--- src/rtl/acq_flags_pkg.sv ---
package acq_flags_pkg;
  localparam int STATUS_W  = 16;
  localparam int NUM_DMA   = 2;
  localparam int BIT_AVAIL = 12;
  localparam int BIT_TC_A  = 11;
  localparam int BIT_OVF   = 9;
  localparam int BIT_OVR   = 8;
  localparam int BIT_TMR   = 7;

  localparam logic [1:0] MODE_PIO = 2'd0;
  localparam logic [1:0] MODE_IRQ = 2'd1;
  localparam logic [1:0] MODE_DMA = 2'd2;

  // next state of a flag where a set beats a clear
  function automatic logic flag_next(input logic cur, input logic set, input logic clr);
    return set | (cur & ~clr);
  endfunction
endpackage

--- src/rtl/acq_sticky_flag.sv ---
module acq_sticky_flag
  import acq_flags_pkg::*;
(
  input  logic clk,
  input  logic rst,
  input  logic set_i,
  input  logic clr_i,
  output logic flag_o
);
  always_ff @(posedge clk) begin
    if (rst) flag_o <= 1'b0;
    else     flag_o <= flag_next(flag_o, set_i, clr_i);
  end
endmodule

--- src/rtl/acq_conv_monitor.sv ---
module acq_conv_monitor (
  input  logic clk,
  input  logic rst,
  input  logic conv_start_i,
  input  logic conv_done_i,
  input  logic conv_wr_i,
  input  logic fifo_full_i,
  output logic ovr_evt_o,
  output logic ovf_evt_o
);
  logic busy_q;

  always_ff @(posedge clk) begin
    if (rst)               busy_q <= 1'b0;
    else if (conv_start_i) busy_q <= 1'b1;
    else if (conv_done_i)  busy_q <= 1'b0;
  end

  assign ovr_evt_o = conv_start_i & busy_q & ~conv_done_i;
  assign ovf_evt_o = conv_wr_i & fifo_full_i;
endmodule

--- src/rtl/acq_timer_req.sv ---
module acq_timer_req
  import acq_flags_pkg::*;
(
  input  logic       clk,
  input  logic       rst,
  input  logic [1:0] mode_i,
  input  logic       dac_ready_i,
  input  logic       tmr_trig_n_i,
  input  logic       dac_wr_i,
  input  logic       tmr_clr_i,
  output logic       trig_fall_o,
  output logic       flag_o,
  output logic       irq_o,
  output logic       dreq_o
);
  logic trig_q;
  logic set_w;
  logic clr_w;
  logic is_dma;
  logic is_irq;

  always_ff @(posedge clk) begin
    if (rst) trig_q <= 1'b1;
    else     trig_q <= tmr_trig_n_i;
  end

  assign is_dma      = (mode_i == MODE_DMA);
  assign is_irq      = (mode_i == MODE_IRQ);
  assign trig_fall_o = trig_q & ~tmr_trig_n_i;
  assign set_w       = dac_ready_i | (trig_fall_o & is_irq);
  assign clr_w       = is_dma ? dac_wr_i : tmr_clr_i;

  acq_sticky_flag u_flag (
    .clk(clk), .rst(rst), .set_i(set_w), .clr_i(clr_w), .flag_o(flag_o)
  );

  assign irq_o  = flag_o & is_irq;
  assign dreq_o = flag_o & is_dma;
endmodule

--- src/rtl/acq_status_flags.sv ---
module acq_status_flags
  import acq_flags_pkg::*;
(
  input  logic                clk,
  input  logic                rst,
  input  logic                fifo_empty_i,
  input  logic                fifo_full_i,
  input  logic                conv_wr_i,
  input  logic                conv_start_i,
  input  logic                conv_done_i,
  input  logic                acq_run_i,
  input  logic                acq_clr_i,
  input  logic                conv_irq_en_i,
  input  logic [NUM_DMA-1:0]  dma_tc_i,
  input  logic [NUM_DMA-1:0]  tc_clr_i,
  input  logic [1:0]          mode_i,
  input  logic                dac_ready_i,
  input  logic                tmr_trig_n_i,
  input  logic                dac_wr_i,
  input  logic                tmr_clr_i,
  output logic [STATUS_W-1:0] status_o,
  output logic                conv_irq_o,
  output logic                tmr_irq_o,
  output logic                tmr_dreq_o,
  output logic                acq_abort_o
);
  logic               avail_q;
  logic [NUM_DMA-1:0] tc_q;
  logic               ovf_q;
  logic               ovr_q;
  logic               tmr_q;
  logic               ovf_evt;
  logic               ovr_evt;
  logic               trig_fall;

  always_ff @(posedge clk) begin
    if (rst) avail_q <= 1'b0;
    else     avail_q <= ~fifo_empty_i;
  end

  for (genvar ch = 0; ch < NUM_DMA; ch++) begin : g_tc
    acq_sticky_flag u_tc (
      .clk(clk), .rst(rst), .set_i(dma_tc_i[ch]), .clr_i(tc_clr_i[ch]), .flag_o(tc_q[ch])
    );
  end

  acq_conv_monitor u_mon (
    .clk(clk), .rst(rst),
    .conv_start_i(conv_start_i), .conv_done_i(conv_done_i),
    .conv_wr_i(conv_wr_i), .fifo_full_i(fifo_full_i),
    .ovr_evt_o(ovr_evt), .ovf_evt_o(ovf_evt)
  );

  acq_sticky_flag u_ovf (
    .clk(clk), .rst(rst), .set_i(ovf_evt), .clr_i(acq_clr_i), .flag_o(ovf_q)
  );
  acq_sticky_flag u_ovr (
    .clk(clk), .rst(rst), .set_i(ovr_evt), .clr_i(acq_clr_i), .flag_o(ovr_q)
  );

  acq_timer_req u_tmr (
    .clk(clk), .rst(rst), .mode_i(mode_i), .dac_ready_i(dac_ready_i),
    .tmr_trig_n_i(tmr_trig_n_i), .dac_wr_i(dac_wr_i), .tmr_clr_i(tmr_clr_i),
    .trig_fall_o(trig_fall), .flag_o(tmr_q), .irq_o(tmr_irq_o), .dreq_o(tmr_dreq_o)
  );

  always_comb begin
    status_o            = '0;
    status_o[BIT_AVAIL] = avail_q;
    for (int ch = 0; ch < NUM_DMA; ch++) status_o[BIT_TC_A - ch] = tc_q[ch];
    status_o[BIT_OVF]   = ovf_q;
    status_o[BIT_OVR]   = ovr_q;
    status_o[BIT_TMR]   = tmr_q;
  end

  assign conv_irq_o  = avail_q & conv_irq_en_i;
  assign acq_abort_o = acq_run_i & (ovf_evt | ovr_evt | ovf_q | ovr_q);
endmodule

--- config.mk ---
export PLATFORM = sky130hd
export DESIGN_NAME = acq_status_flags
export DESIGN_NICKNAME = d
export VERILOG_FILES = /design/src/rtl/acq_flags_pkg.sv /design/src/rtl/acq_sticky_flag.sv /design/src/rtl/acq_conv_monitor.sv /design/src/rtl/acq_timer_req.sv /design/src/rtl/acq_status_flags.sv
export SDC_FILE = /design/constraint.sdc
export NUM_CORES = 1
export LEC_CHECK = 0
export BUFFER_PORTS_ARGS = -buffer_cell sky130_fd_sc_hd__buf_2
export CORE_AREA = 5 5 42 44
export DETAILED_ROUTE_END_ITERATION = 8
export DIE_AREA = 0 0 47 49
export PLACE_DENSITY = 0.73
export REMOVE_ABC_BUFFERS = 1
export SLEW_MARGIN = 20
export SYNTH_ARGS = -nofsm -noshare
export SYNTH_HDL_FRONTEND = slang
export SYNTH_SLANG_ARGS = --single-unit
--- constraint.sdc ---
create_clock -name clk -period 1.05 [get_ports clk]
set_input_delay 0.21 -clock clk [delete_from_list [all_inputs] [get_ports clk]]
set_output_delay 0.21 -clock clk [all_outputs]
set_load 0.03 [all_outputs]
==> impl_metrics.env <==
export IMPL_status="finished, violations left"
export IMPL_violations="setup timing"
export IMPL_fmax_mhz=798
export IMPL_setup_slack_ps=-203
export IMPL_clk_path_buf_depth=2
export IMPL_overflow=0
export IMPL_dpl_hpwl_um=804
export IMPL_drt_total_wl_um=933
export IMPL_synthDistinctLibCells=18
export IMPL_cts_sinks=8
export IMPL_crit_chain="nor2b_4, nand2_2, a31oi_1, buf_4"
export IMPL_antenna_found_initial=0
export IMPL_period_minus_slack_ps=1250
export IMPL_synth_mux_area_share_pct=0
export IMPL_via_per_inst=4.05
export IMPL_yosysMostFrequentCell="buf_4"
export IMPL_cts_inserted_buffers=3
export IMPL_dp_slack_ps=-19.6
export IMPL_drt_iter0_drc=0
export IMPL_fin_area_um2=614
export IMPL_drv_cap=0
export IMPL_ir_drop_mv=0.471
export IMPL_cts_tree="yes"
export IMPL_drc=0
export IMPL_die_w_um=47
export IMPL_ant_nets=0
export IMPL_die_h_um=49
export IMPL_synthCells=56
export IMPL_end_kind="primary output"
export IMPL_area_growth_pct=36.0
export IMPL_setup_viol_count_final=3
export IMPL_pin_count=40
export IMPL_firstDrtPassIters=1
export IMPL_arrival_ps=1040
export IMPL_clk_pin_slew_ps=50
export IMPL_yosys_top_cells_count="16 x buf_4, 8 x dfxtp_1, 8 x nor2_1, 4 x a21oi_1, 4 x inv_1"
export IMPL_hp_class="primary input to flop"
export IMPL_startpoint_type="flop"
export IMPL_post_drt_wl_per_cell_um=9.62
export IMPL_synth_edf_count=0
export IMPL_synthesis_area_um2=452
export IMPL_postCtsHoldBufs=0
export IMPL_drive_gt1_share_pct=54.3
export IMPL_gr_usage_all_layers_pct=7.97
export IMPL_h_tree_depth=1
export IMPL_antenna_cells=0
export IMPL_rsz0062_at_grt="true"
export IMPL_cpPeakStageDelay_ps=310
export IMPL_path_max_fanout=2
export IMPL_clockRootBuffer="clkbuf_4"
export IMPL_timing_hold_violations_final=0
export IMPL_grt_max_degree=9
export IMPL_start_util_pct=32.2
export IMPL_grt_pass1_vias=359
export IMPL_ff_latch_area_um2=163
export IMPL_p_leak_nw=0.324
export IMPL_yosysTopAreaCell="dfxtp_1"
export IMPL_gr_max_usage_layer="met2"
export IMPL_num_vias=393
export IMPL_row_count=14
export IMPL_ys_top_cells_by_area="dfxtp_1 35%, buf_4 27%, nor2_1 6.6%"
export IMPL_grt_pass1_wl_mm=1.37
export IMPL_async_flop_share_pct=0
export IMPL_period_share_pct=119
export IMPL_worstSetupPathType="flop to primary output"
export IMPL_syn_avg_cell_area_um2=8.07
export IMPL_ys_seq_area_share_pct=35.5
export IMPL_synthSimpleGateAreaFrac_pct=25.8
export IMPL_core_area_um2=1400
export IMPL_synthAdderAreaFrac_pct=0
export IMPL_met1_usage_pct=9.51
export IMPL_p_per_area_nw_per_um2=1250
export IMPL_synth_xor_area_share_pct=0
export IMPL_multi_input_area_um2=211
export IMPL_synthFlopType="dfxtp_1"
export IMPL_port_buffers=29
export IMPL_ys_ff_latch=8
export IMPL_post_dp_cell_area_um2=534
export IMPL_synth_compound_area_share_pct=7.20
export IMPL_clock_skew_ps=0.0744
export IMPL_grt_met3_usage_pct=3.32
export IMPL_ys_warn_count=0
export IMPL_met2_usage_pct=11.8
export IMPL_die_area_um2=2300
export IMPL_clk_insertion_delay_late_ps=240
export IMPL_nets=103
export IMPL_required_ps=840
export IMPL_fillCellCount=145
export IMPL_crit_path_top_delay_cell="dfxtp_1"
export IMPL_synth_top_cell_area_share_pct=35.5
export IMPL_slew_viol_final=0
export IMPL_gp_congestion=0.672
export IMPL_synth_top_family_by_area="buffers and inverters"
==> through the flow <==
stage / utilization, % / std cells / hold WS (ps) / TNS (ps) / power [mW]
final: 43.8 / 97 / 111 / -342 / 0.769
after global routing: 43.8 / 97 / 109 / -512 / 0.812
after CTS: 42.8 / 97 / 108 / -378 / 0.778
after detailed placement: 38.1 / 94 / 371 / -19.6 / 0.529
after global placement: 38.1 / 94 / 371 / -10.9 / 0.526
after floorplan: - / 48 / 277 / -1160 / 0.459
==> cells by family (layout without fill, tap and decap cells) <==
group / after synthesis / in the layout
simple gates: 20 / 20
buf+inv: 21 / 37
other cells: 1 / 10
flops: 8 / 8
compound gates: 6 / 6
==> worst max-delay path, delay by kind of cell (launching register included) <==
family	cells	cell delay, ps
compound gates	1	120
flops	1	310
buf+inv	1	180
simple gates	2	200
==> power by group <==
part	switching [mW]	internal, mW	total [mW]	leakage [nW]
Sequential	0.00882	0.323	0.332	0.0670
Combinational	0.136	0.0805	0.216	0.243
Clock	0.0903	0.130	0.220	0.0138
Total	0.235	0.533	0.769	0.324
==> placed cells by master (no fill, tap or decap), types with 2 or more instances in the layout <==
| master | n |
|---|---|
| clkbuf_4 | 4 |
| buf_2 | 23 |
| conb_1 | 10 |
| a21oi_1 | 4 |
| nand2b_1 | 2 |
| nor2_1 | 7 |
| buf_6 | 4 |
| buf_4 | 2 |
| dfxtp_1 | 6 |
| a31oi_1 | 2 |
| dfxtp_2 | 2 |
| inv_1 | 3 |
==> final timing paths <==
| kind | startpoint | endpoint | slack, ps | cells after the start |
|---|---|---|---|---|
| min | fifo_empty_i | avail_q | 110 | 2 |
| max reg2reg | u_tmr.u_flag.flag_o | u_tmr.u_flag.flag_o | 60 | 3 |
| min reg2reg | g_tc[1].u_tc.flag_o | g_tc[1].u_tc.flag_o | 480 | 2 |
| max | u_mon.busy_q | acq_abort_o | -200 | 4 |
==> cell type report <==
cell class / count / share of cell area [%]
multi-input cells: 36 / 34.4
repair buffers: 30 / 29.7
inverters: 4 / 2.44
flip-flops and latches: 8 / 26.5
clock buffers: 3 / 3.67
well taps: 16 / 3.26
==> metal layers <==
layer	vias up	part of all wire [%]
li1	200	-
met1	167	38
met2	26	47
met3	0	15
met4	0	0
met5	-	0
==> what timing repair did <==
item,in CTS,in global routing
endpoints found under the setup margin,5,6
resized for setup,15,5
pin swaps,3,0
buffers inserted,0,0
==> sequential cells by signal, indices dropped and copies added, names as in the netlist <==
name                 flops
avail_q                  1
u_tmr.u_flag.flag_o      1
u_mon.busy_q             1
u_ovf.flag_o             1
u_ovr.flag_o             1
g_tc.u_tc.flag_o         2
u_tmr.trig_q             1
Note: power is estimated with default switching activity, not from simulation.
